File: config.mk
export PLATFORM = sky130hd
export DESIGN_NAME = core_cmp_timer
export DESIGN_NICKNAME = d
export VERILOG_FILES = /design/src/rtl/cmp_timer_pkg.sv /design/src/rtl/tmr_count_view.sv /design/src/rtl/tmr_regfile.sv /design/src/rtl/tmr_irq_out.sv /design/src/rtl/core_cmp_timer.sv
export SDC_FILE = /design/constraint.sdc
export NUM_CORES = 1
export LEC_CHECK = 0
export CAP_MARGIN = 0
export CORE_UTILIZATION = 30
export CTS_BUF_LIST = sky130_fd_sc_hd__clkbuf_2
export DETAILED_ROUTE_END_ITERATION = 16
export DONT_BUFFER_PORTS = 1
export SLEW_MARGIN = 20
export SYNTH_ARGS = -nofsm -noshare
export SYNTH_HDL_FRONTEND = slang
export SYNTH_SLANG_ARGS = --single-unit
File: constraint.sdc
create_clock -name clk -period 7.15 [get_ports clk]
set_input_delay 0.3575 -clock clk [delete_from_list [all_inputs] [get_ports clk]]
set_output_delay 0.3575 -clock clk [all_outputs]
set_load 0.01 [all_outputs]
File: src/rtl/cmp_timer_pkg.sv
package cmp_timer_pkg;
   typedef enum logic [2:0] {
      SEL_CTRL = 3'd0,
      SEL_CMP  = 3'd1,
      SEL_REL  = 3'd2,
      SEL_OFFS = 3'd3,
      SEL_VCNT = 3'd4
   } tmr_sel_e;

   localparam int unsigned CTL_EN_BIT   = 0;
   localparam int unsigned CTL_MASK_BIT = 1;
   localparam int unsigned CTL_STAT_BIT = 2;
endpackage

File: src/rtl/tmr_count_view.sv
module tmr_count_view #(
   parameter int unsigned CNT_W = 64,
   parameter int unsigned REL_W = 32
) (
   input  logic [CNT_W-1:0] sys_cnt_i,
   input  logic [CNT_W-1:0] offset_i,
   input  logic [CNT_W-1:0] cmp_i,
   output logic [CNT_W-1:0] vcnt_o,
   output logic             hit_o,
   output logic [REL_W-1:0] rel_o
);
   always_comb begin
      vcnt_o = sys_cnt_i - offset_i;
      hit_o  = (vcnt_o >= cmp_i);
      rel_o  = cmp_i[REL_W-1:0] - vcnt_o[REL_W-1:0];
   end


   always_comb begin
      eq_hit_chk: assert ((cmp_i != vcnt_o) || hit_o);
   end
endmodule

File: src/rtl/tmr_regfile.sv
module tmr_regfile
   import cmp_timer_pkg::*;
#(
   parameter int unsigned CNT_W = 64,
   parameter int unsigned REL_W = 32
) (
   input  logic             clk,
   input  logic             rst_n,
   input  logic             wr_en_i,
   input  logic [2:0]       wr_sel_i,
   input  logic [CNT_W-1:0] wr_data_i,
   input  logic [CNT_W-1:0] vcnt_i,
   output logic             en_o,
   output logic             mask_o,
   output logic [CNT_W-1:0] cmp_o,
   output logic [CNT_W-1:0] offset_o
);
   localparam int unsigned EXT_W = CNT_W - REL_W;

   logic [CNT_W-1:0] rel_ext;
   tmr_sel_e         sel;

   always_comb begin
      sel     = tmr_sel_e'(wr_sel_i);
      rel_ext = {{EXT_W{wr_data_i[REL_W-1]}}, wr_data_i[REL_W-1:0]};
   end

   always_ff @(posedge clk) begin
      if (!rst_n) begin
         en_o     <= 1'b0;
         mask_o   <= 1'b0;
         cmp_o    <= '0;
         offset_o <= '0;
      end else if (wr_en_i) begin
         case (sel)
            SEL_CTRL: begin
               en_o   <= wr_data_i[CTL_EN_BIT];
               mask_o <= wr_data_i[CTL_MASK_BIT];
            end
            SEL_CMP:  cmp_o    <= wr_data_i;
            SEL_REL:  cmp_o    <= vcnt_i + rel_ext;
            SEL_OFFS: offset_o <= wr_data_i;
            default:  ;
         endcase
      end
   end


   rel_write_chk: assert property (@(posedge clk) disable iff (!rst_n)
      (wr_en_i && wr_sel_i == 3'd2) |=>
         cmp_o == $past(vcnt_i) + {{EXT_W{$past(wr_data_i[REL_W-1])}}, $past(wr_data_i[REL_W-1:0])});


   ignored_sel_chk: assert property (@(posedge clk) disable iff (!rst_n)
      (wr_en_i && wr_sel_i >= 3'd4) |=>
         ($stable(cmp_o) && $stable(offset_o) && $stable(en_o) && $stable(mask_o)));


   idle_hold_chk: assert property (@(posedge clk) disable iff (!rst_n)
      !wr_en_i |=> ($stable(cmp_o) && $stable(offset_o) && $stable(en_o)));
endmodule

File: src/rtl/tmr_irq_out.sv
module tmr_irq_out #(
   parameter bit REG_OUT = 1'b0
) (
   input  logic clk,
   input  logic rst_n,
   input  logic en_i,
   input  logic mask_i,
   input  logic hit_i,
   output logic status_o,
   output logic irq_o
);
   logic fire;

   always_comb begin
      status_o = en_i & hit_i;
      fire     = status_o & ~mask_i;
   end

   generate
      if (REG_OUT) begin : g_reg
         logic irq_q;
         always_ff @(posedge clk) begin
            if (!rst_n) irq_q <= 1'b0;
            else        irq_q <= fire;
         end
         assign irq_o = irq_q;


         reg_irq_en_chk: assert property (@(posedge clk) disable iff (!rst_n)
            irq_o |-> $past(en_i && !mask_i));
      end else begin : g_comb
         assign irq_o = fire;


         always_comb begin
            irq_gate_chk: assert (!irq_o || (en_i && !mask_i));
         end

         always_comb begin
            irq_status_chk: assert (!irq_o || status_o);
         end
      end
   endgenerate
endmodule

File: src/rtl/core_cmp_timer.sv
module core_cmp_timer
   import cmp_timer_pkg::*;
#(
   parameter int unsigned CNT_W   = 64,
   parameter int unsigned REL_W   = 32,
   parameter bit          REG_OUT = 1'b0
) (
   input  logic             clk,
   input  logic             rst_n,
   input  logic [CNT_W-1:0] sys_count_i,
   input  logic             wr_en_i,
   input  logic [2:0]       wr_sel_i,
   input  logic [CNT_W-1:0] wr_data_i,
   input  logic [2:0]       rd_sel_i,
   output logic [CNT_W-1:0] rd_data_o,
   output logic             irq_o
);
   generate
      if (REL_W < 2 || REL_W >= CNT_W) begin : g_bad_width
         $error("core_cmp_timer: REL_W must be at least 2 and below CNT_W");
      end
   endgenerate

   logic             en, mask, hit, status;
   logic [CNT_W-1:0] cmp, offs, vcnt;
   logic [REL_W-1:0] rel;

   tmr_count_view #(.CNT_W(CNT_W), .REL_W(REL_W)) view_i (
      .sys_cnt_i (sys_count_i),
      .offset_i  (offs),
      .cmp_i     (cmp),
      .vcnt_o    (vcnt),
      .hit_o     (hit),
      .rel_o     (rel)
   );

   tmr_regfile #(.CNT_W(CNT_W), .REL_W(REL_W)) regs_i (
      .clk       (clk),
      .rst_n     (rst_n),
      .wr_en_i   (wr_en_i),
      .wr_sel_i  (wr_sel_i),
      .wr_data_i (wr_data_i),
      .vcnt_i    (vcnt),
      .en_o      (en),
      .mask_o    (mask),
      .cmp_o     (cmp),
      .offset_o  (offs)
   );

   tmr_irq_out #(.REG_OUT(REG_OUT)) irq_i (
      .clk      (clk),
      .rst_n    (rst_n),
      .en_i     (en),
      .mask_i   (mask),
      .hit_i    (hit),
      .status_o (status),
      .irq_o    (irq_o)
   );

   always_comb begin
      rd_data_o = '0;
      case (tmr_sel_e'(rd_sel_i))
         SEL_CTRL: begin
            rd_data_o[CTL_EN_BIT]   = en;
            rd_data_o[CTL_MASK_BIT] = mask;
            rd_data_o[CTL_STAT_BIT] = status;
         end
         SEL_CMP:  rd_data_o = cmp;
         SEL_REL:  rd_data_o[REL_W-1:0] = rel;
         SEL_OFFS: rd_data_o = offs;
         SEL_VCNT: rd_data_o = vcnt;
         default:  rd_data_o = '0;
      endcase
   end


   disabled_quiet_chk: assert property (@(posedge clk) disable iff (!rst_n)
      !en |-> (!irq_o || REG_OUT) && !status);
endmodule

Yosys cells after proc, flatten, opt, wreduce, memory -nomap -nowiden
Cells that the tools add are included.
Widths: inputs -> output; s select.
- logic and storage cells: 28
- output and inout port bits: 65
- bits in registers: 130
- bits of input ports: 137
- reductions and logical operators: 6
- eq/ne operators: 7
- bitwise logic cells: 3
- add/subtract/negate cells: 3
- muxes and demuxes: 4
- $lt $le $gt $ge: 1
- operators by type and width (operator ; number):
    $pmux 64 s2 ; 1
    $pmux 29 s4 ; 1
    $pmux 32 s3 ; 1
    $add 64x64->64 ; 1
    $ge 64x64->1 ; 1
    $sub 64x64->64 ; 1
    $sub 32x32->32 ; 1
    $pmux 3 s5 ; 1
    $eq 3x2->1 const B ; 4
    $eq 3x1->1 const B ; 2
    $logic_not 3->1 ; 2
    $reduce_and 2->1 ; 3
    $eq 3x3->1 const B ; 1
    $and 1x1->1 ; 2
    $reduce_bool 2->1 ; 1
    $not 1->1 ; 1

Logic depth before layout (Yosys ltp)
- depth after elaboration: 4
- depth in mapped cells: 25

Modules after synthesis
Synthesis repeated with hierarchy kept, for this count alone.
- cell total of the unflattened synthesis: 2483
- area total of the unflattened synthesis: 17859.6 µm²
- modules (own cells, without submodules) (module ; cells each ; times used ; sequential area each (µm²) ; area each (µm²)):
    tmr_regfile ; 1205 ; 1 ; 2602.5 ; 9051.2
    tmr_count_view ; 1075 ; 1 ; 0.0 ; 7145.6
    core_cmp_timer ; 201 ; 1 ; 0.0 ; 1647.8
    tmr_irq_out ; 2 ; 1 ; 0.0 ; 15.0

Least setup slack after synthesis
No wires, ideal clock.
- kind: in2reg
- start point: input port sys_count_i[0]
- end point: register regs_i.cmp_o[62]
- setup time: 0.127 ns
- cell stages on the path: 23
- slack: 2.020 ns
- arrival: 5.003 ns
- required time: 7.023 ns
- path through: inv_1 -> ha_1 -> inv_1 -> fa_1 -> a21oi_1 -> o211ai_1 -> nand4_1 -> a211oi_1 -> nor2_1 -> o21ai_0 -> a31oi_1 -> xnor2_1 -> ha_1 -> nand2_2 -> or4_1 -> or4_1 -> o32a_1 -> a21oi_2 -> a21o_2 -> a221o_4 -> a21oi_1 -> mux2i_1 -> or3_1
- longest elaborated chain between the ends: 3
- RTL lines (element ; line ; source):
    from (decl) ; core_cmp_timer.sv:10 ; input logic [CNT_W-1:0] sys_count_i,
    $sub 64x64->64 ; tmr_count_view.sv:13 ; vcnt_o = sys_cnt_i - offset_i;
    $add 64x64->64 ; tmr_regfile.sv:41 ; SEL_REL: cmp_o <= vcnt_i + rel_ext;
    $pmux 64 s2 ; tmr_regfile.sv:35 ; case (sel)
    to (signal assigned) ; tmr_regfile.sv:40 ; SEL_CMP: cmp_o <= wr_data_i;
    to (signal assigned) ; tmr_regfile.sv:41 ;
    to (decl) ; tmr_regfile.sv:15 ; output logic [CNT_W-1:0] cmp_o,
No other way between the ends.
A chain may end at the register's enable or synchronous reset.

Final worst setup path
- start point: register regs_i.offset_o[0]
- end point: output port rd_data_o[2]
- longest elaborated chain between the ends: 4
- elaborated cells on any way between the ends: 5
- classes of those cells: add/sub: 2; order compare: 1; mux: 1; bitwise: 1
- RTL lines (element ; line ; source):
    from (decl) ; tmr_regfile.sv:16 ; output logic [CNT_W-1:0] offset_o
    from (signal assigned) ; tmr_regfile.sv:42 ; SEL_OFFS: offset_o <= wr_data_i;
    $sub 64x64->64 (*) ; tmr_count_view.sv:13 ;
    $ge 64x64->1 ; tmr_count_view.sv:14 ; hit_o = (vcnt_o >= cmp_i);
    $and 1x1->1 ; tmr_irq_out.sv:15 ; status_o = en_i & hit_i;
    $pmux 3 s5 (*) ; core_cmp_timer.sv:62 ; case (tmr_sel_e'(rd_sel_i))
    to (decl) ; core_cmp_timer.sv:15 ; output logic [CNT_W-1:0] rd_data_o,
Mark *: on every way between the ends. The rest lies on a longest branch, timed or not.

==> qor.yml <==
synthesis:
  synth.ff_latch_count: 130
  seq_area_frac_synth_pct: 14.9
  dominantRegCellSynth: "sky130_fd_sc_hd__dfxtp_1"
  synth_nets: 2861
  netlist_area_um2: 17500
  synth-edff-count: 0
  synth_async_sr_flop_share_pct: 0
  yosys_warnings: 0
  ys_types: 75
  synthesis.instances: 2500
  postSynthAreaPerCell_um2: 7.01
clock_network:
  ctsLongestPathBuffers: 2
  clockRootBuffer: "sky130_fd_sc_hd__clkbuf_2"
  clk_pin_slew_ps: 210
  tritoncts: "done"
  h-tree-depth: 4
  cts_sinks: 130
  cts-buffers-inserted: 17
  clkLatencyLatePin_ps: 1090
setup_path:
  critPathArrivalTime_ps: 6540
  critical_path.reg2reg.endpoint: "regs_i.cmp_o[58]"
  critical_path_peak_fanout: 4
  worst_setup_path_start_kind: "flop"
  max_stage_delay_ps: 420
  worst-setup-path-type: "reg -> out"
  worst_r2r_path_depth: 23
  r2r_setup_slack_ps: 510
  path_buf_inv: 5
  critical_path.endpoint_type: "primary output"
  crit_family: "compound AO/OA/AOI/OAI gates"
  reg2reg_from: "regs_i.offset_o[0]"
  critical-path-slowest-cell: "sky130_fd_sc_hd__fa_1"
  worst-endpoint-required_ps: 6790
  critical-path-top-cell-by-count: "sky130_fd_sc_hd__a21o_1"
floorplanning:
  core_area_um2: 57700
  chipHeight_um: 244
  initial_utilization_pct: 30.4
  floorplan.io_pins: 202
  dieWidth_um: 244
  fp-row-count: 88
  die_area_um2: 59300
min_path:
  min_from: "wr_data_i[18]"
  hold_depth: 3
  hold_class: "in -> reg"
  hold_path_end: "regs_i.cmp_o[18]"
timing:
  finalCritPeriodShare_pct: 96.5
  max_slew_margin_pct: 27.3
  final-max-slew-violation-count: 0
  report.final.setup_viol: 0
  hold_viol_final: 0
  timing.fmax_ghz: 0.145
  finClkSkew_ps: 52.1
  final.hold.worst_slack_ps: 108
  timing_worst_slew_pin_value_ps: 1090
  fin_crit_ps: 6900
outcome:
  run_status: "completed"
drt:
  drt_pass1_iterations: 5
  wl_mm: 70.2
  drtIter0Drc: 1407
  drt-vias-per-instance: 5.56
  detailroute.via_count: 18900
  route.antenna.remaining_nets: 0
  detail_route.wl_per_cell_um: 20.6
  detail_route.drc_violations: 0
place:
  io_buffer_count: 0
  gp_congestion: 0.957
  place_inst: 3149
  dpl.hpwl_mm: 53.2
power_and_ir_drop:
  power.leakage_nw: 8.32
  design_power_total_mw: 3.28
  power_per_cell_area_nw_per_um2: 158
  irDropWorstVdd_v: 0.000107
global_route:
  globalRouteOverflowTotal: 0
  antenna_violations_before_repair: 4
  maximum_number_of_pins_on_one_net_before_global_route_repair: 79
  grt_first_pass_wirelength_mm: 106
  grtUsageTotal_pct: 23.0
  first_global_vias: 17900
finish:
  drive_gt1_share_pct: 4.59
  finish.cell_count_without_fillers: 3402
  seq_area_um2: 2600
  flow.area_growth_from_synthesis_pct: 18.7
  finish.net_count: 2984
  multi_input_area_um2: 13800
  mostFrequentLayoutCell: "sky130_fd_sc_hd__nand2_1"
  fill_cells: 6280
  layout.core_utilization_pct: 36.0
  layout_common_cells: "sky130_fd_sc_hd__nand2_1 (360), sky130_fd_sc_hd__a21oi_1 (285), sky130_fd_sc_hd__ha_1 (220)"
flow_run:
  maxCapViolations: 0
cells in the mapped netlist (37+ instances only):
cell type                    n  share of area [%]
sky130_fd_sc_hd__nand3_1    37                1.1
sky130_fd_sc_hd__nor2_1    137                2.9
sky130_fd_sc_hd__nand2_1   361                7.7
sky130_fd_sc_hd__xor2_1     55                2.8
sky130_fd_sc_hd__a21oi_1   290                8.3
sky130_fd_sc_hd__o21ai_0   133                3.8
sky130_fd_sc_hd__a21o_1    140                6.0
sky130_fd_sc_hd__clkbuf_1  128                2.7
sky130_fd_sc_hd__inv_1     201                4.3
sky130_fd_sc_hd__dfxtp_1   130                 15
sky130_fd_sc_hd__ha_1      221                 16
sky130_fd_sc_hd__xnor2_1    82                4.1
sky130_fd_sc_hd__mux2i_1    66                3.8
sky130_fd_sc_hd__nand4_1    46                1.6
where the power goes:
group / internal [mW] / total (mW) / leakage [nW] / switching, mW
Clock: 0.230 / 0.602 / 0.150 / 0.372
Combinational: 0.744 / 1.90 / 7.12 / 1.15
Sequential: 0.756 / 0.784 / 1.06 / 0.0277
Total: 1.73 / 3.28 / 8.32 / 1.55
registers in the layout, summed over array words and instances, names as in the netlist:
register,flops
regs_i.cmp_o,64
regs_i.offset_o,64
regs_i.en_o,1
regs_i.mask_o,1
logic make-up after synthesis:
kind of cell               after synthesis  synth area share, %
xor gates and xnor gates               137                 6.85
muxes                                   67                 3.90
AOI/OAI and AO/OA                      868                 32.0
buffers and inverters                  339                 7.29
DFF                                    130                 14.9
and+or+nand+nor                        735                 18.9
adders and majority gates              224                 16.1
repair_timing:
| item | in CTS | in global routing |
|---|---|---|
| endpoints found under the setup margin | 2 | 6 |
| resized for setup | 13 | 22 |
| hold buffers | 214 | 0 |
| pin swaps | 2 | 6 |
| hold endpoints to repair | 130 | 0 |
| setup buffers | 1 | 5 |
area by class of cell:
| class | instances | area share (%) |
|---|---|---|
| inverter | 202 | 3.66 |
| antenna | 1 | 0.0120 |
| tap | 765 | 4.61 |
| timing repair buffer | 241 | 11.3 |
| clock inverter | 14 | 0.909 |
| sequential | 130 | 12.5 |
| clock buffer | 18 | 0.433 |
| multi-input combinational | 2031 | 66.5 |
routing by layer:
layer | GRT usage [%] | up-vias | wire length [um]
met5 | 0 | - | 20
met4 | 8.64 | 4 | 2230
met3 | 4.32 | 104 | 3870
met2 | 37.4 | 563 | 32200
met1 | 29.8 | 8989 | 31900
li1 | - | 9245 | -
worst min-delay path: cells and delay by family:
family | cells | cell delay, ps
buffers and inverters | 1 | 630
AND/OR/NAND/NOR | 1 | 90
AO/OA/AOI/OAI | 1 | 80
metrics by stage:
stage | cell area [um^2] | TNS (ps) | setup WS, ps
3_3_place_gp | 18100 | 0 | 313
4_1_cts | 20600 | 0 | 12.5
6_report | 20800 | 0 | 253
2_1_floorplan | 17500 | 0 | 2020
5_1_grt | 20800 | -47.4 | -47.4
3_5_place_dp | 18100 | 0 | 351
worst max path at each step:
stage	endpoint	depth (start not counted)	from
final	rd_data_o[2]	25	regs_i.offset_o[0]
after floorplan	regs_i.cmp_o[62]	23	sys_count_i[0]
after global routing	rd_data_o[2]	23	regs_i.offset_o[0]
after global placement	regs_i.cmp_o[60]	25	sys_count_i[0]
after CTS	rd_data_o[2]	23	regs_i.offset_o[0]
after detailed placement	regs_i.cmp_o[60]	25	sys_count_i[0]
(Power assumes the default switching activity.)
